===== config.mk =====
export PLATFORM = sky130hd
export DESIGN_NAME = iq_word_assembler
export DESIGN_NICKNAME = d
export VERILOG_FILES = /design/src/rtl/iqa_pkg.sv /design/src/rtl/iqa_sync.sv /design/src/rtl/iqa_phase.sv /design/src/rtl/iqa_packer.sv /design/src/rtl/iq_word_assembler.sv
export SDC_FILE = /design/constraint.sdc
export NUM_CORES = 1
export LEC_CHECK = 0
export BUFFER_PORTS_ARGS = -buffer_cell sky130_fd_sc_hd__buf_4
export CAP_MARGIN = 20
export CORE_UTILIZATION = 40
export DETAILED_ROUTE_END_ITERATION = 10
export GPL_TIMING_DRIVEN = 0
export HOLD_SLACK_MARGIN = 0.1
export PLACE_DENSITY = 0.6
export SLEW_MARGIN = 15
export SYNTH_ARGS = -nofsm -noshare
export SYNTH_HDL_FRONTEND = slang
export SYNTH_SLANG_ARGS = --single-unit

===== constraint.sdc =====
create_clock -name clk -period 3 [get_ports clk]
set_input_delay 0.15 -clock clk [delete_from_list [all_inputs] [get_ports clk]]
set_output_delay 0.15 -clock clk [all_outputs]
set_load 0.01 [all_outputs]

===== src/rtl/iqa_pkg.sv =====
package iqa_pkg;
  typedef enum logic [1:0] {
    FMT_FULL    = 2'd0,
    FMT_HALF    = 2'd1,
    FMT_QUARTER = 2'd2,
    FMT_RSVD    = 2'd3
  } fmt_e;

  // last piece index within one I/Q pair for each format
  function automatic logic [2:0] last_piece(input fmt_e f);
    case (f)
      FMT_HALF:    last_piece = 3'd3;
      FMT_QUARTER: last_piece = 3'd7;
      default:     last_piece = 3'd1;
    endcase
  endfunction
endpackage


===== src/rtl/iqa_sync.sv =====
module iqa_sync #(
  parameter int DW = 12
) (
  input  logic          clk,
  input  logic          rst_n,
  input  logic          strobe_in,
  input  logic [DW-1:0] data_in,
  output logic          rise,
  output logic          level,
  output logic [DW-1:0] data_dly
);
  logic          s1_q, s2_q, s3_q;
  logic [DW-1:0] d1_q, d2_q;

  // strobe synchroniser plus edge stage; data delayed to the same depth
  always_ff @(posedge clk or negedge rst_n) begin
    if (!rst_n) begin
      s1_q <= 1'b0;
      s2_q <= 1'b0;
      s3_q <= 1'b0;
      d1_q <= '0;
      d2_q <= '0;
    end else begin
      s1_q <= strobe_in;
      s2_q <= s1_q;
      s3_q <= s2_q;
      d1_q <= data_in;
      d2_q <= d1_q;
    end
  end

  assign rise     = s2_q & ~s3_q;
  assign level    = s2_q;
  assign data_dly = d2_q;
endmodule


===== src/rtl/iqa_phase.sv =====
module iqa_phase #(
  parameter int CPW_W = 8
) (
  input  logic             clk,
  input  logic             rst_n,
  input  logic [CPW_W-1:0] cpw,
  input  logic             rise,
  output logic             take
);
  logic [CPW_W-1:0] ph_q, ph_d, eff;
  logic [CPW_W-1:0] wrap_at, centre;

  always_comb begin
    wrap_at = cpw - 1'b1;
    centre  = cpw >> 1;
    eff     = rise ? '0 : ph_q;
    ph_d    = (eff >= wrap_at) ? '0 : eff + 1'b1;
    take    = (eff == centre);
  end

  always_ff @(posedge clk or negedge rst_n) begin
    if (!rst_n) ph_q <= '0;
    else        ph_q <= ph_d;
  end
endmodule


===== src/rtl/iqa_packer.sv =====
module iqa_packer
  import iqa_pkg::*;
#(
  parameter int DW = 12
) (
  input  logic          clk,
  input  logic          rst_n,
  input  fmt_e          fmt,
  input  logic          cont,
  input  logic          illegal,
  input  logic          take,
  input  logic          rise,
  input  logic          level,
  input  logic [DW-1:0] data,
  output logic [DW-1:0] out_i,
  output logic [DW-1:0] out_q,
  output logic          out_valid
);
  localparam int AW   = 2 * DW;
  localparam int PW_H = DW / 2;
  localparam int PW_Q = DW / 4;

  logic [2:0]    idx_q, idx_d;
  logic [AW-1:0] acc_q, acc_d, shifted;
  logic [DW-1:0] oi_q, oi_d, oq_q, oq_d;
  logic          val_d, acc_en, out_en;
  logic          val_q;

  always_comb begin
    case (fmt)
      FMT_HALF:    shifted = {acc_q[AW-PW_H-1:0], data[PW_H-1:0]};
      FMT_QUARTER: shifted = {acc_q[AW-PW_Q-1:0], data[PW_Q-1:0]};
      default:     shifted = {acc_q[DW-1:0], data};
    endcase
  end

  always_comb begin
    idx_d  = idx_q;
    acc_d  = acc_q;
    oi_d   = oi_q;
    oq_d   = oq_q;
    val_d  = 1'b0;
    acc_en = 1'b0;
    out_en = 1'b0;
    if (illegal) begin
      idx_d = '0;
    end else if (take) begin
      if (cont) begin
        if (level) begin
          acc_d  = {{DW{1'b0}}, data};
          acc_en = 1'b1;
          idx_d  = 3'd1;
        end else if (idx_q == 3'd1) begin
          oi_d   = acc_q[DW-1:0];
          oq_d   = data;
          out_en = 1'b1;
          val_d  = 1'b1;
          idx_d  = '0;
        end
      end else begin
        acc_d  = shifted;
        acc_en = 1'b1;
        if (idx_q == last_piece(fmt)) begin
          oi_d   = shifted[AW-1:DW];
          oq_d   = shifted[DW-1:0];
          out_en = 1'b1;
          val_d  = 1'b1;
          idx_d  = '0;
        end else begin
          idx_d = idx_q + 3'd1;
        end
      end
    end else if (rise) begin
      idx_d = '0;
    end
  end

  always_ff @(posedge clk or negedge rst_n) begin
    if (!rst_n) begin
      idx_q <= '0;
      acc_q <= '0;
      oi_q  <= '0;
      oq_q  <= '0;
      val_q <= 1'b0;
    end else begin
      idx_q <= idx_d;
      val_q <= val_d;
      if (acc_en) acc_q <= acc_d;
      if (out_en) begin
        oi_q <= oi_d;
        oq_q <= oq_d;
      end
    end
  end

  assign out_i     = oi_q;
  assign out_q     = oq_q;
  assign out_valid = val_q;
endmodule


===== src/rtl/iq_word_assembler.sv =====
module iq_word_assembler
  import iqa_pkg::*;
#(
  parameter int DW    = 12,
  parameter int CPW_W = 8
) (
  input  logic             clk,
  input  logic             rst_n,
  input  logic [1:0]       cfg_fmt,
  input  logic             cfg_cont,
  input  logic [CPW_W-1:0] cfg_cpw,
  input  logic             strobe_in,
  input  logic [DW-1:0]    data_in,
  output logic [DW-1:0]    out_i,
  output logic [DW-1:0]    out_q,
  output logic             out_valid,
  output logic             cfg_err
);
  fmt_e          fmt;
  logic          illegal;
  logic          rise_w, level_w, take_w;
  logic [DW-1:0] data_w;
  logic          err_q;

  assign fmt     = fmt_e'(cfg_fmt);
  assign illegal = (fmt == FMT_RSVD) | (cfg_cont & (fmt != FMT_FULL));

  iqa_sync #(.DW(DW)) sync_i (
    .clk(clk), .rst_n(rst_n), .strobe_in(strobe_in), .data_in(data_in),
    .rise(rise_w), .level(level_w), .data_dly(data_w)
  );

  iqa_phase #(.CPW_W(CPW_W)) phase_i (
    .clk(clk), .rst_n(rst_n), .cpw(cfg_cpw), .rise(rise_w), .take(take_w)
  );

  iqa_packer #(.DW(DW)) pack_i (
    .clk(clk), .rst_n(rst_n), .fmt(fmt), .cont(cfg_cont), .illegal(illegal),
    .take(take_w), .rise(rise_w), .level(level_w), .data(data_w),
    .out_i(out_i), .out_q(out_q), .out_valid(out_valid)
  );

  always_ff @(posedge clk or negedge rst_n) begin
    if (!rst_n) err_q <= 1'b0;
    else        err_q <= illegal;
  end

  assign cfg_err = err_q;
endmodule


---- After elaboration in Yosys (flattened, before gate mapping) ----
Index checks and enable logic that the tools add are counted.
word-level totals
  register bits after elaboration ......... 85
  logic and storage cells ................. 71
  output and inout port bits .............. 26
  input port bits ......................... 26
cells by class
  magnitude comparators ................... 1
  reduce and logical (&&, ||, !) cells .... 6
  add/sub/neg operators ................... 3
  equality and inequality tests ........... 10
  bitwise operators ....................... 5
  muxes and demuxes ....................... 34
operators by type and width
  operator             count
  $mux 12              8
  $pmux 24 s2          1
  $mux 21              2
  $mux 3               10
  $mux 8               2
  $mux 1               10
  $add 8x1->8 const B  1
  $eq 8x7->1           1
  $ge 8x8->1           1
  $sub 8x1->8 const B  1
  $pmux 3 s2           1
  $reduce_and 6->1     1
  $ne 5x5->1 const B   1
  $eq 2x2->1 const B   2
  $ne 2x1->1 const B   2
  $reduce_and 4->1     1
  $reduce_bool 2->1    2
  $add 3x1->3 const B  1
  $eq 3x1->1 const B   1
  $eq 3x3->1           1
  $reduce_bool 3->1    1
  $and 1x1->1          2
  $eq 2x1->1 const B   1
  $ne 2x2->1 const B   1
  3 further kinds      4

---- Depth between registers and ports, before layout ----
Gate-level depths: netlist of run 1.
  depth after elaboration ................. 12
  mapped depth ............................ 12
  depth with buffers taken out ............ 11

---- Cells and area by module ----
From an unflattened synthesis of run 1, not the netlist that was laid out.
second synthesis, totals
  cell total of the unflattened synthesis .. 371
  area, all modules ....................... 4,124.0 µm²
modules (own cells, without submodules)
  module             times used  cells each  area an instance (µm²)  seq. area each (µm²)
  iqa_packer         1           237         2,499.9                 1,226.2
  iqa_phase          1           104         898.4                   200.2
  iqa_sync           1           28          689.4                   675.6
  iq_word_assembler  1           2           36.3                    25.0

---- Least setup slack after synthesis of run 1 ----
OpenSTA, ideal clock, no wires.
  path kind ............................... reg2reg
  start point ............................. register sync_i.s2_q (netlist: sync_i.level)
  end point ............................... register pack_i.acc_q[10]
  buffers on the path ..................... 1
  period minus slack after synthesis ...... 2,117 ps
  stages on the path, launching flop included .. 9
  required time ........................... 2,875 ps
  slack ................................... 883 ps
  arrival ................................. 1,992 ps
  path through ............................ dfrtp_1 -> nand2b_1 -> and3_1 -> o2bb2ai_1 -> a211o_1 -> or3_4 -> nor2_8 -> buf_12 -> mux2_4
on the way
  longest elaborated chain between the ends .. 6
ends and longest elaborated chain
  item                          RTL line          source
  from (decl)                   iqa_sync.sv:12    logic s1_q, s2_q, s3_q;
  from (signal assigned)        iqa_sync.sv:25    s2_q <= s1_q;
  $and 1x1->1                   iqa_sync.sv:32    assign rise = s2_q & ~s3_q;
  $mux 8                        iqa_phase.sv:16   eff = rise ? '0 : ph_q;
  $eq 8x7->1                    iqa_phase.sv:18   take = (eff == centre);
  $mux 1                        iqa_packer.sv:47  end else if (take) begin
  $mux 1                        iqa_packer.sv:45  if (illegal) begin
  $reduce_and 4->1 (no line) *  -
  to (signal assigned)          iqa_packer.sv:81  acc_q <= '0;
  to (signal assigned)          iqa_packer.sv:88  if (acc_en) acc_q <= acc_d;
  to (decl)                     iqa_packer.sv:24  logic [AW-1:0] acc_q, acc_d, shifted;
Every way passes the cells marked *; elsewhere a longest branch is shown, timed or not.
A chain may end at the register's enable or synchronous reset.

---- Worst setup path after layout of run 1 ----
  start point ............................. register sync_i.s2_q (netlist: sync_i.level)
  end point ............................... register pack_i.oq_q[8] (netlist: pack_i.out_q[8])
on the way
  longest elaborated chain between the ends .. 6
ends and longest elaborated chain
  item                          RTL line          source
  $and 1x1->1                   iqa_sync.sv:32
  $mux 8                        iqa_phase.sv:16
  $eq 8x7->1                    iqa_phase.sv:18
  $mux 1                        iqa_packer.sv:47
  $mux 1                        iqa_packer.sv:45
  $reduce_and 6->1 (no line) *  -
  to (signal assigned)          iqa_packer.sv:91  oq_q <= oq_d;
  to (decl)                     iqa_packer.sv:25  logic [DW-1:0] oi_q, oi_d, oq_q, oq_d;
Marked as above.

==> flow_metrics.py, run 1 <==
metrics = {
    "route": {
        "wl_per_cell_um": 14.57,
        "dr.pass1.iters": 4,
        "antenna_left": 0,
        "wl_um": 8304,
        "vias": 2889,
        "vias_per_cell": 5.068,
        "drtIter0Drc": 146,
        "drcViolationCount": 0,
    },
    "finish": {
        "drive_gt1_frac": 0.2586,
        "syn2layout_area_growth_pct": 21.58,
        "antenna-diode-count": 0,
        "layout_commonest_cell": "dfrtp_1",
        "nets": 474,
        "multi_input_area_um2": 1823,
        "layout_common_cells": "dfrtp_1, buf_4, nor2_1",
        "seq_area_um2": 2127,
        "final_cells": 570,
        "fillers": 907,
    },
    "job": {
        "maxCapViolations": 0,
    },
    "clocking": {
        "cts_buffers": 9,
        "insertion_delay_ns": 0.35,
        "cts_tree": "built",
        "cts_root_buffer": "clkbuf_8",
        "clock_path_buffers": 2,
        "cts_sinks": 85,
        "htreeDepth": 3,
        "cts_setup_buffers": 0,
        "clk_pin_slew_ns": 0.09,
    },
    "global_routing": {
        "gr-usage-all-layers": 0.1671,
        "antenna_found_initial": 0,
        "gr-total-overflow": 0,
        "grt_pass1_vias": 2807,
        "grt_start_max_net_pins": 86,
        "grt_pass1_wl_um": 14190,
    },
    "timing": {
        "relSlewSlack": 0.6633,
        "slew_violations": 0,
        "clock.fmax_mhz": 430.9,
        "hold_viol_final": 0,
        "final-setup-viol-count": 0,
        "finalClockSkew_ns": 0.01439,
        "timing.final.crit_share": 0.7735,
        "tns_ns": 0,
        "holdWs_ns": 0.1873,
        "fin_crit_ns": 2.321,
        "rsz0062_at_grt": "no",
        "tightest_slew_ns": 0.5051,
    },
    "hold_path": {
        "hp-class": "in2reg",
    },
    "worst_setup_path": {
        "crit_path_top_delay_cell": "dfrtp_1",
        "critPathArrivalTime_ns": 2.56,
        "max_stage_delay_ns": 0.43,
        "rr_endpoint": "pack_i.out_q[8]$_DFFE_PN0P_",
        "cp.required_ns": 3.24,
        "critPathLaunch": "sync_i.level$_DFF_PN0_",
        "criticalPathCategory": "reg2reg",
        "path_max_fanout": 10,
        "rrSetupSlack_ns": 0.68,
        "path_cells": "nand2b_1 -> buf_2 -> a21oi_1 -> a211o_1 -> or2_1 -> nor2_4 -> buf_6 -> mux2_2",
        "start_kind": "flop",
        "cp-endpoint": "pack_i.out_q[8]$_DFFE_PN0P_",
        "r2r-start": "sync_i.level$_DFF_PN0_",
        "crit_path_end_kind": "flop",
        "ff2ff_path_depth": 8,
    },
    "synth": {
        "synth_cells": 356,
        "synth_top_area_share": 0.5145,
        "ys_ff_latch": 85,
        "avgSynthCellArea_um2": 11.61,
        "yosys_warnings": 0,
        "yosys-top-cells-area": "dfrtp_1, mux2_4, ha_1, mux2_2, nor2_1",
        "seq_area_frac_synth": 0.5145,
        "synth.distinct_cells": 39,
        "synth_nets": 398,
        "syn_area_um2": 4134,
        "yosysTopAreaCell": "dfrtp_1",
    },
    "placed_design": {
        "dp_hpwl_um": 5861,
        "io_buffers": 50,
        "placed_cells": 539,
        "gp_congestion": 0.7877,
    },
    "floorplan": {
        "ios": 52,
        "fp-row-count": 36,
        "core-area_um2": 9910,
        "die_y_um": 103.7,
        "die_w_um": 103.7,
        "start_util": 0.4172,
        "dieArea_um2": 10750,
    },
    "power_and_ir_drop": {
        "p_per_area_nw_per_um2": 507.1,
        "power_leakage_nw": 2.320,
        "peakVddDrop_uv": 259.2,
    },
    "run_status": {
        "status": "finished clean",
    },
}
## kinds of logic (layout without fill, tap and decap cells)
family | count (synthesis) | after routing | synth area share
AOI/OAI and AO/OA | 62 | 62 | 0.1062
xor gates and xnor gates | 16 | 16 | 0.03390
adders and majority gates | 16 | 16 | 0.04843
buffers and inverters | 36 | 117 | 0.04449
DFF | 85 | 85 | 0.5145
muxes | 45 | 45 | 0.1371
and+or+nand+nor | 96 | 96 | 0.1153
## power breakdown
group	total [mW]	switching, mW	internal (mW)
logic	0.473	0.233	0.241
registers	1.33	0.0940	1.24
clock network	0.742	0.430	0.312
total	2.55	0.757	1.79
## through the flow
stage	power, mW	instance area, um2	util	worst slack [ns]
finish	2.548	5026	0.5072	0.6795
global route	2.703	5026	0.5072	0.4728
CTS	2.572	4999	0.5044	0.6500
detailed placement	1.810	4676	0.4718	0.6558
global placement	1.794	4676	0.4718	0.6953
floorplan	1.630	4134	-	0.8832
## routing by layer
| metal | up-vias | part of all wire | track usage | wire, um |
|---|---|---|---|---|
| li1 | 1405 | - | - | - |
| met1 | 1412 | 0.50 | 0.2406 | 4131 |
| met2 | 62 | 0.45 | 0.2502 | 3762 |
| met3 | 10 | 0.035 | 0.03021 | 294 |
| met4 | 0 | 0.014 | 0.06429 | 116 |
| met5 | - | 0 | 0 | 0 |
## critical path, delay by kind of cell (launching register included)
kind	cells	cell delay [ns]
AO/OA/AOI/OAI	2	0.37
buffers and inverters	2	0.40
AND/OR/NAND/NOR	3	0.67
multiplexers	1	0.34
flip-flops	1	0.43
## final cells by class
class | instances | area share
Buffer | 16 | 0.02166
Clock buffer | 9 | 0.02465
Clock inverter | 7 | 0.01170
Inverter | 20 | 0.01494
Multi-Input combinational cell | 235 | 0.3627
Sequential cell | 85 | 0.4232
Tap cell | 133 | 0.03311
Timing Repair Buffer | 65 | 0.1080
## worst min-delay path by stage
stage | startpoint | end | slack, ns | cells past startpoint
final | cfg_cont | pack_i.out_valid$_DFF_PN0_ | 0.19 | 4
after global placement | data_in[1] | sync_i.d1_q[1]$_DFF_PN0_ | 0.26 | 1
after detailed placement | data_in[6] | sync_i.d1_q[6]$_DFF_PN0_ | 0.26 | 1
after CTS | cfg_cont | pack_i.out_valid$_DFF_PN0_ | 0.16 | 4
after global routing | cfg_cont | pack_i.out_valid$_DFF_PN0_ | 0.20 | 4
after floorplan | rst_n | cfg_err$_DFF_PN0_ | -0.15 | 0
## repair_timing
item,in CTS,in global routing
endpoints found under the hold margin,98,0
hold buffers,14,0
gates resized for setup,0,0
## registers in the layout (all words and copies together), names as in the netlist
signal,flops
sync_i.s3_q,1
pack_i.acc_q,21
phase_i.ph_q,8
cfg_err,1
pack_i.idx_q,3
pack_i.out_valid,1
sync_i.d1_q,12
pack_i.out_q,12
sync_i.s1_q,1
pack_i.out_i,12
sync_i.data_dly,12
sync_i.level,1
## Yosys cell counts
master     instances
a21o_1             2
buf_12             2
nor2_8             1
inv_1             20
and3_1             2
nor2_1            44
a211o_1            1
nor4_1             2
nand2_1            8
o2bb2ai_1          1
a22oi_1            9
mux2_4            19
a31o_2             3
nand2b_1           9
nor3_1             6
mux2i_1            9
o22ai_1            2
xnor2_1           15
and2b_1            1
nand3_1            9
a221oi_1           9
or2_1              1
ha_1              16
or3_4              1
o21ai_0            4
a211oi_1          10
and2_1             7
mux2_2            16
a31oi_1            1
a21oi_1           16
buf_2              1
dfrtp_1           85
xor2_1             1
buf_6              2
nor2b_1            4
nor2_4             1
clkbuf_1          11
mux2_1             1
a32o_1             4
Power figures use the tool's default switching activity.
==> inputs of run 2 (changes only) <==
--- a/config.mk
+++ b/config.mk
@@ -11,7 +11,7 @@
 export DETAILED_ROUTE_END_ITERATION = 10
 export GPL_TIMING_DRIVEN = 0
 export HOLD_SLACK_MARGIN = 0.1
-export PLACE_DENSITY = 0.6
+export PLACE_DENSITY = 0.62
 export SLEW_MARGIN = 15
 export SYNTH_ARGS = -nofsm -noshare
 export SYNTH_HDL_FRONTEND = slang
==> constraint.sdc (replaced) <==
create_clock -name clk -period 1.99 [get_ports clk]
set_input_delay 0.0995 -clock clk [delete_from_list [all_inputs] [get_ports clk]]
set_output_delay 0.0995 -clock clk [all_outputs]
set_load 0.01 [all_outputs]
==> run 2 against run 1 <==
  * The run now ends with negative setup slack left
  * Count of clock-buffer cells in the layout grew 1
  * Critical path depth shrank 1
  * Register-to-register slack lost 0.95 ns
  * Total power grew 65%
  * Clock power grew 87%
  * Via count grew 2.8%
  * Clock skew is essentially flat
  * Critical path type unchanged
==> flow_metrics.py, run 2 (synthesis results as in run 1) <==
metrics = {
    "worst_setup_path": {
        "crit_path_top_delay_cell": "or3_4",
        "path_cells": "and2b_2 -> nand2b_1 -> a211o_1 -> or3_4 -> nor2_8 -> buf_12 -> mux2_4",
        "cp.required_ns": 2.23,
        "crit_path_end_kind": "flop",
        "path_max_fanout": 10,
        "start_kind": "flop",
        "crit_family": "simple AND/OR/NAND/NOR gates",
        "path_buf_inv": 1,
        "critPathArrivalTime_ns": 2.50,
        "max_stage_delay_ns": 0.44,
        "criticalPathCategory": "reg2reg",
    },
    "floorplan": {
        "dieArea_um2": 10750,
        "start_util": 0.4172,
        "die_w_um": 103.7,
        "core-area_um2": 9910,
        "fp-row-count": 36,
        "die_y_um": 103.7,
        "ios": 52,
    },
    "run_status": {
        "status": "complete, but fails checks",
        "violations": "negative setup slack",
    },
    "finish": {
        "largest-register": "pack_i.acc_q",
        "fillers": 874,
        "layout_commonest_cell": "dfrtp_1",
        "nets": 490,
        "drive_gt1_frac": 0.3245,
        "syn2layout_area_growth_pct": 30.60,
        "largest_reg_flops": 21,
        "antenna-diode-count": 0,
        "layout_common_cells": "dfrtp_1, buf_4, nor2_1",
        "utilization": 0.5448,
    },
    "timing": {
        "timing.final.crit_share": 1.135,
        "tns_ns": -8.988,
        "hold_viol_final": 0,
        "final-setup-viol-count": 51,
        "setup_ws_ns": -0.2677,
        "finalClockSkew_ns": 0.01473,
        "rsz0062_at_grt": "yes",
        "fin_crit_ns": 2.258,
        "tightest_slew_ns": 0.5081,
        "clock.fmax_mhz": 442.9,
        "relSlewSlack": 0.6613,
        "slew_violations": 0,
    },
    "power_and_ir_drop": {
        "p_per_area_nw_per_um2": 778.8,
        "power_leakage_nw": 2.479,
        "p_total_mw": 4.205,
        "peakVddDrop_uv": 525.9,
    },
    "global_routing": {
        "grt_start_max_net_pins": 86,
        "antenna_found_initial": 0,
        "gr-usage-all-layers": 0.1748,
        "gr-total-overflow": 0,
        "grt_pass1_wl_um": 14860,
        "grt_pass1_vias": 2945,
    },
    "route": {
        "drtIter0Drc": 160,
        "dr.pass1.iters": 5,
        "drcViolationCount": 0,
        "antenna_left": 0,
        "vias": 2969,
        "wl_um": 8764,
        "wl_per_cell_um": 14.96,
        "vias_per_cell": 5.067,
    },
    "hold_path": {
        "hp-class": "in2reg",
    },
    "clocking": {
        "clk_pin_slew_ns": 0.09,
        "cts_tree": "built",
        "cts_sinks": 85,
        "cts_root_buffer": "clkbuf_8",
        "cts_buffers": 9,
        "clock_path_buffers": 2,
        "insertion_delay_ns": 0.36,
        "htreeDepth": 3,
    },
    "placed_design": {
        "io_buffers": 50,
        "gp_congestion": 0.8386,
        "dp_hpwl_um": 5815,
        "place_ws_ns": -0.3426,
    },
    "job": {
        "maxCapViolations": 0,
    },
}
==> run 2: changes by cell type in the layout (fill, tap and decap cells not counted), sizes merged <==
cell    delta
buf       +16
bufinv     +2
clkbuf     +1
clkinv     -3
==> run 2: per-layer routing <==
| metal | GRT usage | part of all wire |
|---|---|---|
| met4 | 0.04286 | 0.0098 |
| met3 | 0.04657 | 0.045 |
| met1 | 0.2538 | 0.49 |
| met5 | 0 | 0 |
| met2 | 0.2593 | 0.46 |
==> run 2: cell type report <==
type                            instances  area, um2  area share
Timing Repair Buffer                   81      709.4      0.1314
Multi-Input combinational cell        235       1966      0.3641
Tap cell                              133      166.4     0.03082
Buffer                                 16      122.6     0.02271
Inverter                               20      75.07     0.01390
Clock inverter                          6      93.84     0.01738
Sequential cell                        85       2128      0.3942
Clock buffer                           10      137.6     0.02549
==> run 2: metrics by stage <==
stage / hold slack (ns) / std cells / area [um2]
2_1_floorplan: -0.1961 / 356 / 4135
3_3_place_gp: 0.2089 / 539 / 4677
4_1_cts: 0.1027 / 583 / 5293
5_1_grt: 0.1612 / 586 / 5399
3_5_place_dp: 0.2100 / 539 / 4677
6_report: 0.1228 / 586 / 5399
==> run 2: what timing repair did <==
action,CTS,global route
setup endpoints to repair,56,56
pin swaps,4,6
gates cloned,1,0
gates resized for setup,35,16
buffers inserted,13,2
hold buffers,14,0
endpoints found under the hold margin,98,0
==> run 2: path summary, 6_finish.rpt <==
kind	start	cells after the start	to	slack (ns)
worst max-delay path	sync_i.s3_q$_DFF_PN0_	7	pack_i.acc_q[18]$_DFFE_PN0P_	-0.27
worst min-delay path	cfg_cont	4	pack_i.out_valid$_DFF_PN0_	0.12
worst max register to register	sync_i.s3_q$_DFF_PN0_	7	pack_i.acc_q[18]$_DFFE_PN0P_	-0.27
worst min register to register	sync_i.d1_q[3]$_DFF_PN0_	0	sync_i.data_dly[3]$_DFF_PN0_	0.35
max in group asynchronous	rst_n	3	phase_i.ph_q[0]$_DFF_PN0_	1.19
min in group asynchronous	rst_n	2	pack_i.out_i[10]$_DFFE_PN0P_	0.19
==> run 2: worst reg2reg max path, cell delays in order, from the launching register on <==
cell and delay [ns]:
dfrtp_1 0.38, and2b_2 0.29, nand2b_1 0.07, a211o_1 0.34
or3_4 0.44, nor2_8 0.16, buf_12 0.17, mux2_4 0.30
==> run 2: power by group <==
part / switching, mW / leakage [nW] / total [mW] / internal (mW)
registers: 0.146 / 1.07 / 2.01 / 1.87
logic: 0.388 / 1.30 / 0.796 / 0.408
clock network: 0.642 / 0.113 / 1.39 / 0.752
